===== src/rtl/hpd_cls_pkg.sv =====
package hpd_cls_pkg;
    localparam int EVT_W  = 4;
    localparam int INFO_W = 2;
    localparam int ADDR_W = 3;

    // event bit positions in the status field
    localparam int EV_PLUG   = 0;
    localparam int EV_IRQ    = 1;
    localparam int EV_REPLUG = 2;
    localparam int EV_UNPLUG = 3;

    localparam logic [ADDR_W-1:0] ADR_RAW  = 3'd0;
    localparam logic [ADDR_W-1:0] ADR_FILT = 3'd1;
    localparam logic [ADDR_W-1:0] ADR_MASK = 3'd2;
    localparam logic [ADDR_W-1:0] ADR_ACK  = 3'd3;
    localparam logic [ADDR_W-1:0] ADR_TMR  = 3'd4;

    typedef enum logic [1:0] {
        ST_DISC,
        ST_QUAL,
        ST_CONN,
        ST_PULSE
    } link_st_e;
endpackage


===== src/rtl/hpd_sync.sv =====
module hpd_sync #(
    parameter int STAGES = 2
) (
    input  logic clk,
    input  logic rst_n,
    input  logic d,
    output logic q
);
    logic [STAGES-1:0] sh;

    always_ff @(posedge clk or negedge rst_n) begin
        if (!rst_n) sh <= '0;
        else        sh <= {sh[STAGES-2:0], d};
    end

    assign q = sh[STAGES-1];
endmodule


===== src/rtl/hpd_tick.sv =====
module hpd_tick #(
    parameter int DIV = 250
) (
    input  logic clk,
    input  logic rst_n,
    input  logic en,
    output logic tick
);
    localparam int CW = (DIV > 1) ? $clog2(DIV) : 1;
    localparam logic [CW-1:0] LAST = CW'(DIV - 1);

    logic [CW-1:0] pre;

    always_ff @(posedge clk or negedge rst_n) begin
        if (!rst_n)           pre <= '0;
        else if (!en)         pre <= '0;
        else if (pre == LAST) pre <= '0;
        else                  pre <= pre + 1'b1;
    end

    assign tick = en && (pre == LAST);
endmodule


===== src/rtl/hpd_fsm.sv =====
module hpd_fsm
    import hpd_cls_pkg::*;
#(
    parameter int SHORT_TICKS = 2000,
    parameter int LONG_TICKS  = 100000
) (
    input  logic             clk,
    input  logic             rst_n,
    input  logic             level,
    input  logic             tick,
    output logic [EVT_W-1:0] evt,
    output logic             conn
);
    localparam int CW = $clog2(LONG_TICKS + 1);
    localparam logic [CW-1:0] LONG_LAST = CW'(LONG_TICKS - 1);
    localparam logic [CW-1:0] SHORT_LIM = CW'(SHORT_TICKS);

    link_st_e         state, nxt;
    logic [CW-1:0]    cnt;
    logic [EVT_W-1:0] evt_d;

    // next state and event decode
    always_comb begin
        nxt   = state;
        evt_d = '0;
        unique case (state)
            ST_DISC: begin
                if (level) nxt = ST_QUAL;
            end
            ST_QUAL: begin
                if (!level) begin
                    nxt = ST_DISC;
                end else if (tick && cnt == LONG_LAST) begin
                    nxt            = ST_CONN;
                    evt_d[EV_PLUG] = 1'b1;
                end
            end
            ST_CONN: begin
                if (!level) nxt = ST_PULSE;
            end
            ST_PULSE: begin
                if (level) begin
                    nxt = ST_CONN;
                    if (cnt < SHORT_LIM) evt_d[EV_IRQ]    = 1'b1;
                    else                 evt_d[EV_REPLUG] = 1'b1;
                end else if (tick && cnt == LONG_LAST) begin
                    nxt              = ST_DISC;
                    evt_d[EV_UNPLUG] = 1'b1;
                end
            end
        endcase
    end

    // state register
    always_ff @(posedge clk or negedge rst_n) begin
        if (!rst_n) state <= ST_DISC;
        else        state <= nxt;
    end

    // duration counter, restarted on every transition
    always_ff @(posedge clk or negedge rst_n) begin
        if (!rst_n)
            cnt <= '0;
        else if (nxt != state)
            cnt <= '0;
        else if (tick && (state == ST_QUAL || state == ST_PULSE))
            cnt <= cnt + 1'b1;
    end

    // registered outputs
    always_ff @(posedge clk or negedge rst_n) begin
        if (!rst_n) begin
            evt  <= '0;
            conn <= 1'b0;
        end else begin
            evt  <= evt_d;
            conn <= (nxt == ST_CONN) || (nxt == ST_PULSE);
        end
    end
endmodule


===== src/rtl/hpd_regs.sv =====
module hpd_regs
    import hpd_cls_pkg::*;
#(
    parameter int DATA_W = 8
) (
    input  logic              clk,
    input  logic              rst_n,
    input  logic [EVT_W-1:0]  evt,
    input  logic              level,
    input  logic              conn,
    input  logic              wr_en,
    input  logic [ADDR_W-1:0] addr,
    input  logic [EVT_W-1:0]  wr_data,
    output logic [DATA_W-1:0] rd_data,
    output logic [EVT_W-1:0]  pend,
    output logic [EVT_W-1:0]  mask,
    output logic [EVT_W-1:0]  ack_vec,
    output logic              tmr_en,
    output logic              irq_o
);
    logic [INFO_W-1:0] info;

    assign ack_vec = (wr_en && addr == ADR_ACK) ? wr_data : '0;
    assign info    = {conn, level};

    // sticky pending bits: a new event wins over its acknowledge
    always_ff @(posedge clk or negedge rst_n) begin
        if (!rst_n) pend <= '0;
        else        pend <= (pend & ~ack_vec) | evt;
    end

    always_ff @(posedge clk or negedge rst_n) begin
        if (!rst_n) begin
            mask   <= '0;
            tmr_en <= 1'b0;
        end else if (wr_en) begin
            if (addr == ADR_MASK) mask   <= wr_data;
            if (addr == ADR_TMR)  tmr_en <= wr_data[0];
        end
    end

    always_ff @(posedge clk or negedge rst_n) begin
        if (!rst_n) irq_o <= 1'b0;
        else        irq_o <= |(pend & mask);
    end

    always_comb begin
        unique case (addr)
            ADR_RAW:  rd_data = DATA_W'({info, pend});
            ADR_FILT: rd_data = DATA_W'({info, pend & mask});
            ADR_MASK: rd_data = DATA_W'(mask);
            ADR_TMR:  rd_data = DATA_W'(tmr_en);
            default:  rd_data = '0;
        endcase
    end
endmodule


===== src/rtl/hpd_classifier.sv =====
module hpd_classifier
    import hpd_cls_pkg::*;
#(
    parameter int TICK_DIV    = 250,
    parameter int SHORT_TICKS = 2000,
    parameter int LONG_TICKS  = 100000,
    parameter int SYNC_STAGES = 2,
    parameter int DATA_W      = 8
) (
    input  logic              clk,
    input  logic              rst_n,
    input  logic              hpd_in,
    input  logic              wr_en,
    input  logic [2:0]        addr,
    input  logic [3:0]        wr_data,
    output logic [DATA_W-1:0] rd_data,
    output logic              irq_o
);
    logic             lvl_s;
    logic             tick_w;
    logic             tmr_en_w;
    logic             conn_w;
    logic [EVT_W-1:0] evt_w;
    logic [EVT_W-1:0] pend_w;
    logic [EVT_W-1:0] mask_w;
    logic [EVT_W-1:0] ack_w;

    hpd_sync #(.STAGES(SYNC_STAGES)) u_sync (
        .clk(clk), .rst_n(rst_n), .d(hpd_in), .q(lvl_s)
    );

    hpd_tick #(.DIV(TICK_DIV)) u_tick (
        .clk(clk), .rst_n(rst_n), .en(tmr_en_w), .tick(tick_w)
    );

    hpd_fsm #(.SHORT_TICKS(SHORT_TICKS), .LONG_TICKS(LONG_TICKS)) u_fsm (
        .clk(clk), .rst_n(rst_n), .level(lvl_s), .tick(tick_w),
        .evt(evt_w), .conn(conn_w)
    );

    hpd_regs #(.DATA_W(DATA_W)) u_regs (
        .clk(clk), .rst_n(rst_n), .evt(evt_w), .level(lvl_s), .conn(conn_w),
        .wr_en(wr_en), .addr(addr), .wr_data(wr_data), .rd_data(rd_data),
        .pend(pend_w), .mask(mask_w), .ack_vec(ack_w), .tmr_en(tmr_en_w),
        .irq_o(irq_o)
    );
endmodule


===== config.mk =====
export PLATFORM = sky130hd
export DESIGN_NAME = hpd_classifier
export DESIGN_NICKNAME = d
export VERILOG_FILES = /design/src/rtl/hpd_cls_pkg.sv /design/src/rtl/hpd_sync.sv /design/src/rtl/hpd_tick.sv /design/src/rtl/hpd_fsm.sv /design/src/rtl/hpd_regs.sv /design/src/rtl/hpd_classifier.sv
export SDC_FILE = /design/constraint.sdc
export NUM_CORES = 1
export LEC_CHECK = 0
export BUFFER_PORTS_ARGS = -buffer_cell sky130_fd_sc_hd__buf_2
export CAP_MARGIN = 20
export CORE_UTILIZATION = 40
export CTS_BUF_LIST = sky130_fd_sc_hd__clkbuf_16
export DETAILED_ROUTE_END_ITERATION = 8
export GPL_ROUTABILITY_DRIVEN = 0
export HOLD_SLACK_MARGIN = 0.02
export PLACE_DENSITY = 0.63
export SLEW_MARGIN = 20
export SYNTH_ARGS = -nofsm -noshare
export SYNTH_HDL_FRONTEND = slang
export SYNTH_SLANG_ARGS = --single-unit

===== constraint.sdc =====
create_clock -name clk -period 3.4 [get_ports clk]
set_input_delay 0.34 -clock clk [delete_from_list [all_inputs] [get_ports clk]]
set_output_delay 0.34 -clock clk [all_outputs]
set_load 0.01 [all_outputs]

Yosys cells after proc, flatten, opt, wreduce, memory -nomap -nowiden. Cells that the tools add are included.

Equal/unequal tests: 12. Bitwise gates (word level): 4. $lt $le $gt $ge: 1. Add/sub/neg operators: 2. Reductions and logical operators: 12. Mux-type cells: 21.

Operators with widths (number): $mux 17 (2); $pmux 6 s4 (1); $add 17x1->17 const B (1); $eq 17x17->1 const B (1); $lt 17x11->1 const B (1); $mux 8 (2); $mux 2 (7); $add 8x1->8 const B (1); $and 4x4->4 (2); $eq 2x2->1 const B (4); $eq 8x8->1 const B (1); $pmux 2 s4 (1); $eq 3x2->1 const B (2); $mux 1 (6); $logic_and 1x1->1 (4); $mux 4 (1); $not 4->4 (1); $or 4x4->4 (1); $reduce_and 2->1 (2); $reduce_or 4->1 (1); $eq 3x1->1 const B (1); $eq 3x3->1 const B (1); $logic_not 3->1 (1); $mux 3 (1); 5 further kinds (6).

Output and inout port bits: 9. Register bits: 44.

Longest topological paths before layout.
Depth after elaboration: 8. Mapped depth: 8.

Hierarchy. Synthesis repeated with hierarchy kept, for this count alone.

Cells, all modules: 232. Area total of the unflattened synthesis: 2343.5 sq um.

Modules (own cells, without submodules): hpd_fsm (cells each 131, area each 1330.0 sq um, sequential area each 600.6 sq um, times used 1); hpd_regs (cells each 56, area each 558.0 sq um, sequential area each 250.2 sq um, times used 1); hpd_tick (cells each 43, area each 405.4 sq um, sequential area each 200.2 sq um, times used 1); hpd_sync (cells each 2, area each 50.0 sq um, sequential area each 50.0 sq um, times used 1).

Least setup slack after synthesis. No wires, ideal clock.

Path type: flip-flop to flip-flop. Start: register u_tick.pre[1]. End: register u_fsm.conn. Path slack: 1.620 ns. Data arrival time: 1.655 ns. Data required time: 3.275 ns. Path buffers: 2. Cell stages (with the launch flop): 9. Setup time: 0.125 ns. Path through: dfrtp_1 > inv_1 > ha_1 > and4_1 > buf_4 > nand4_4 > or2_1 > buf_6 > mux2_4.

Longest elaborated chain between the ends: 8. Elaborated cells between the ends (all ways): 11. Those cells by class: eq/ne: 3; mux: 5; reduce/logical: 3.

Ends and longest elaborated chain: start, declared (RTL line hpd_tick.sv:12) `logic [CW-1:0] pre;`; start signal, assigned (RTL line hpd_tick.sv:18) `else pre <= pre + 1'b1;`; $eq 8x8->1 (*) (RTL line hpd_tick.sv:21) `assign tick = en && (pre == LAST);`; $logic_and 1x1->1 (*) (RTL line hpd_tick.sv:21); $logic_and 1x1->1 (*) (RTL line hpd_fsm.sv:33, hpd_fsm.sv:46); $mux 2 (on tied branches) (RTL line hpd_fsm.sv:46, hpd_fsm.sv:33); $mux 2 (on tied branches) (RTL line hpd_fsm.sv:42, hpd_fsm.sv:31); $pmux 2 s4 (*) (RTL line hpd_fsm.sv:26) `unique case (state)`; $eq 2x2->1 (RTL line hpd_fsm.sv:77) `conn <= (nxt == ST_CONN) || (nxt == ST_PULSE);`; $logic_or 1x1->1 (*) (RTL line hpd_fsm.sv:77); end signal, assigned (RTL line hpd_fsm.sv:77); end, declared (RTL line hpd_fsm.sv:12) `output logic conn`.

Mark *: on every way between the ends. The rest lies on a longest branch, timed or not. A chain may end at the register's enable or synchronous reset.

Worst setup path in the final report.
Start: register u_tick.pre[1]. End: register u_fsm.cnt[6].

Longest elaborated chain between the ends: 8. Elaborated cells between the ends (all ways): 12. Those cells by class: eq/ne: 2; mux: 6; reduce/logical: 4.

Ends and longest elaborated chain: $eq 8x8->1 (*) (RTL line hpd_tick.sv:21); $logic_and 1x1->1 (*) (RTL line hpd_tick.sv:21); $logic_and 1x1->1 (RTL line hpd_fsm.sv:33, hpd_fsm.sv:46); $mux 2 (on tied branches) (RTL line hpd_fsm.sv:46, hpd_fsm.sv:33); $mux 2 (on tied branches) (RTL line hpd_fsm.sv:42, hpd_fsm.sv:31); $pmux 2 s4 (RTL line hpd_fsm.sv:26); $ne 2x2->1 (RTL line hpd_fsm.sv:64) `else if (nxt != state)`; $mux 17 or $reduce_bool 2->1 (tied branches); end signal, assigned (RTL line hpd_fsm.sv:67) `cnt <= cnt + 1'b1;`; end, declared (RTL line hpd_fsm.sv:19) `logic [CW-1:0] cnt;`.

Marks and branches as above.

==> flow_metrics.py <==
metrics = {
    "place": {
        "pre_cts_ws_ns": 1.267,
        "placed_cells_incl_taps": 299,
        "port_buffers": 17,
        "hpwl_um": 3171,
    },
    "synth": {
        "yosys_most_used_dff": "sky130_fd_sc_hd__dfrtp_1",
        "synth_seq_area_share": 0.4668,
        "synth.cell_area_um2": 2359,
        "synth_top_family_by_area": "simple AND/OR/NAND/NOR gates",
        "synth-async-reset-ratio": 1.000,
        "ys_ff_latch": 44,
        "synthSimpleGateAreaFrac": 0.2292,
        "synthesis.area_per_instance_um2": 10.53,
        "synth_enable_flop_cells": 0,
        "synth_compound_area_frac": 0.1310,
        "synthesis.yosys.warnings": 0,
        "post_synth_mux_area_share": 0.05782,
        "synthesis.instances": 224,
        "synth_adder_area_share": 0.01592,
        "synthDistinctLibCells": 50,
        "synthXorXnorAreaFrac": 0.04456,
    },
    "cells_and_area": {
        "final_common_cell": "sky130_fd_sc_hd__dfrtp_1",
        "regArea_um2": 1101,
        "antenna_cells_inserted": 0,
        "fillers": 551,
        "layout-drive-gt1-share": 0.1872,
        "number_of_non_filler_instances_in_the_completed_layout": 307,
        "mostFrequentLayoutCells": "44 x sky130_fd_sc_hd__dfrtp_1, 17 x sky130_fd_sc_hd__buf_2, 15 x sky130_fd_sc_hd__nand2_1, 15 x sky130_fd_sc_hd__nor2_1",
        "multi_input_comb_area_um2": 1136,
        "syn_to_final_growth_pct": 9.708,
        "nets": 248,
    },
    "cts": {
        "cts_htree_levels": 2,
        "clock_tree.root_cell": "sky130_fd_sc_hd__clkbuf_16",
        "clock_sinks": 44,
        "cts_post_setup_buffers_inserted": 0,
        "cts.reportedPaths.clkPinSlew_ns": 0.06,
        "cts_resized": 0,
        "cts_buffer_depth": 2,
        "later_pin_clock_latency_in_the_skew_report_ns": 0.28,
        "cts_tree": "built",
        "cts-buffers-inserted": 5,
        "cts_hold_repair.buffers": 0,
    },
    "global_route": {
        "overflow": 0,
        "initial_antenna_violation_count": 0,
        "grt_max_degree": 45,
        "grt_first_pass_wirelength_um": 7935,
        "grt_usage": 0.1659,
        "grt_pass1_vias": 1703,
    },
    "power": {
        "leakagePower_uw": 0.001201,
        "post-layout-total-power_uw": 1197,
        "max-vdd-ir-drop_mv": 0.1977,
        "pwr_density_cell_nw_per_um2": 462.4,
    },
    "route": {
        "wl_per_cell_um": 14.86,
        "detail-route-antenna-nets": 0,
        "detailedRoute.firstPassIterationCount": 5,
        "viasPerCell": 5.541,
        "drt_iter0_drc": 106,
        "drcViolationCount": 0,
        "drt-total-wl_um": 4563,
        "via_count": 1701,
    },
    "sta": {
        "finalHoldWorstSlack_ns": 0.1637,
        "tns_ns": 0,
        "finalHoldViolCount": 0,
        "tightest_slew_ns": 0.9678,
        "final_min_period_over_clock_period": 0.6227,
        "timing.slew.headroom": 0.3548,
        "report.final.setup_viol": 0,
        "achievable-frequency_ghz": 0.4723,
        "post-route-worst-setup-slack_ns": 1.283,
        "clock_skew_ns": 0.006998,
        "rsz_0062_raised_after_global_routing": "false",
        "drv_slew": 0,
        "period_needed_ns": 2.117,
    },
    "critical_path": {
        "worst-path-max-fanout": 16,
        "criticalPathCategory": "reg -> reg",
        "reg2reg_setup_slack_ns": 1.28,
        "crit-reg2reg-capture": "u_fsm.cnt[6]",
        "r2r.worst_path.cells": 6,
        "critical_path.reg2reg.startpoint": "u_tick.pre[1]",
        "crit_path_top_delay_cell": "sky130_fd_sc_hd__o21bai_2",
        "cp-start-kind": "flip-flop",
        "critical_path_cell_sequence": "inv_1 > ha_1 > and4_1 > nand4_4 > o21bai_2 > a22oi_1",
        "critPathRequiredTime_ns": 3.53,
        "arrival_ns": 2.24,
        "cpPeakStageDelay_ns": 0.62,
        "end_kind": "flip-flop",
    },
    "floorplan": {
        "rows": 27,
        "chipHeight_um": 78.79,
        "floorplan_die_area_um2": 6207,
        "pin_count": 20,
        "coreArea_um2": 5608,
        "fp.dieW_um": 78.79,
        "initial_standard_cell_utilization_of_the_core": 0.4206,
    },
    "worst_hold_path": {
        "hold_path.startpoint": "hpd_in",
        "worstHoldPathType": "in -> reg",
        "hold_path_end": "u_sync.sh[0]",
        "min_path_cells": 1,
    },
    "run_status": {
        "status": "completed",
    },
    "job": {
        "max_cap_viol_count": 0,
    },
}
[cells in the mapped netlist, drive strengths merged, types with 5 or more instances]
library cell | count | area, um2
mux2i | 5 | 50.05
nor2 | 15 | 56.30
nor3b | 5 | 37.54
xor2 | 8 | 70.07
nand4 | 10 | 83.83
a21oi | 6 | 30.03
or3 | 9 | 60.06
nand2 | 16 | 62.56
o21ai | 11 | 55.05
nand3 | 11 | 55.05
a22oi | 11 | 87.58
mux2 | 7 | 86.33
and4 | 5 | 45.04
dfrtp | 44 | 1101
and3 | 8 | 51.30
buf | 13 | 101.3
[logic make-up (layout without fill, tap and decap cells)]
| family | count (synthesis) | after routing |
|---|---|---|
| simple gates | 89 | 89 |
| buf+inv | 18 | 28 |
| other cells | 1 | 2 |
| mux | 12 | 12 |
| compound gates | 45 | 45 |
| flops | 44 | 44 |
| xor+xnor | 12 | 12 |
| fa+ha+maj | 3 | 3 |
[critical path, delay by kind of cell, from the launching register on]
| family | cells | cell delay, ns |
|---|---|---|
| AO/OA/AOI/OAI | 2 | 0.83 |
| adder cells (fa/ha/maj) | 1 | 0.14 |
| buffers and inverters | 1 | 0.07 |
| flip-flops | 1 | 0.42 |
| AND/OR/NAND/NOR | 2 | 0.50 |
[cell type report]
class	instances	area share
clock buffer	5	0.04836
clock inverter	3	0.01499
sequential	44	0.4255
inverter	3	0.004352
tap	72	0.03482
timing repair buffer	17	0.03288
multi-input combinational	163	0.4391
[state kept, by name (all words and copies together), names as in the netlist]
signal         count
u_fsm.cnt         17
u_fsm.conn         1
u_fsm.evt          4
u_fsm.state        2
u_regs.irq_o       1
u_regs.mask        4
u_regs.pend        4
u_regs.tmr_en      1
u_sync.sh          2
u_tick.pre         8
[report_power, final]
part,switching [uW],internal (uW)
clock network,191,342
logic,52.6,36.6
registers,26.4,548
[through the flow]
step,utilization,instance area [um2]
3_5_place_dp,0.4322,2424
3_3_place_gp,0.4322,2424
6_report,0.4614,2587
2_1_floorplan,-,2362
5_1_grt,0.4614,2587
4_1_cts,0.4614,2587
[how the worst max path moves through the flow]
stage	start	cells after the start	slack, ns	to
6_report	u_tick.pre[1]	6	1.28	u_fsm.cnt[6]
2_1_floorplan	u_tick.pre[1]	8	1.62	u_fsm.conn
3_5_place_dp	u_tick.pre[1]	6	1.27	u_fsm.cnt[8]
4_1_cts	u_tick.pre[1]	6	1.26	u_fsm.cnt[6]
3_3_place_gp	u_tick.pre[1]	6	1.36	u_fsm.cnt[9]
5_1_grt	u_tick.pre[1]	6	1.05	u_fsm.cnt[5]
[metal layers]
metal,GRT usage,up-vias,share of wire
met5,0,-,0
met4,0.06852,0,0.018
met3,0.03333,7,0.026
met2,0.2791,27,0.50
met1,0.2070,832,0.45
li1,-,835,-
Power figures use the tool's default switching activity.
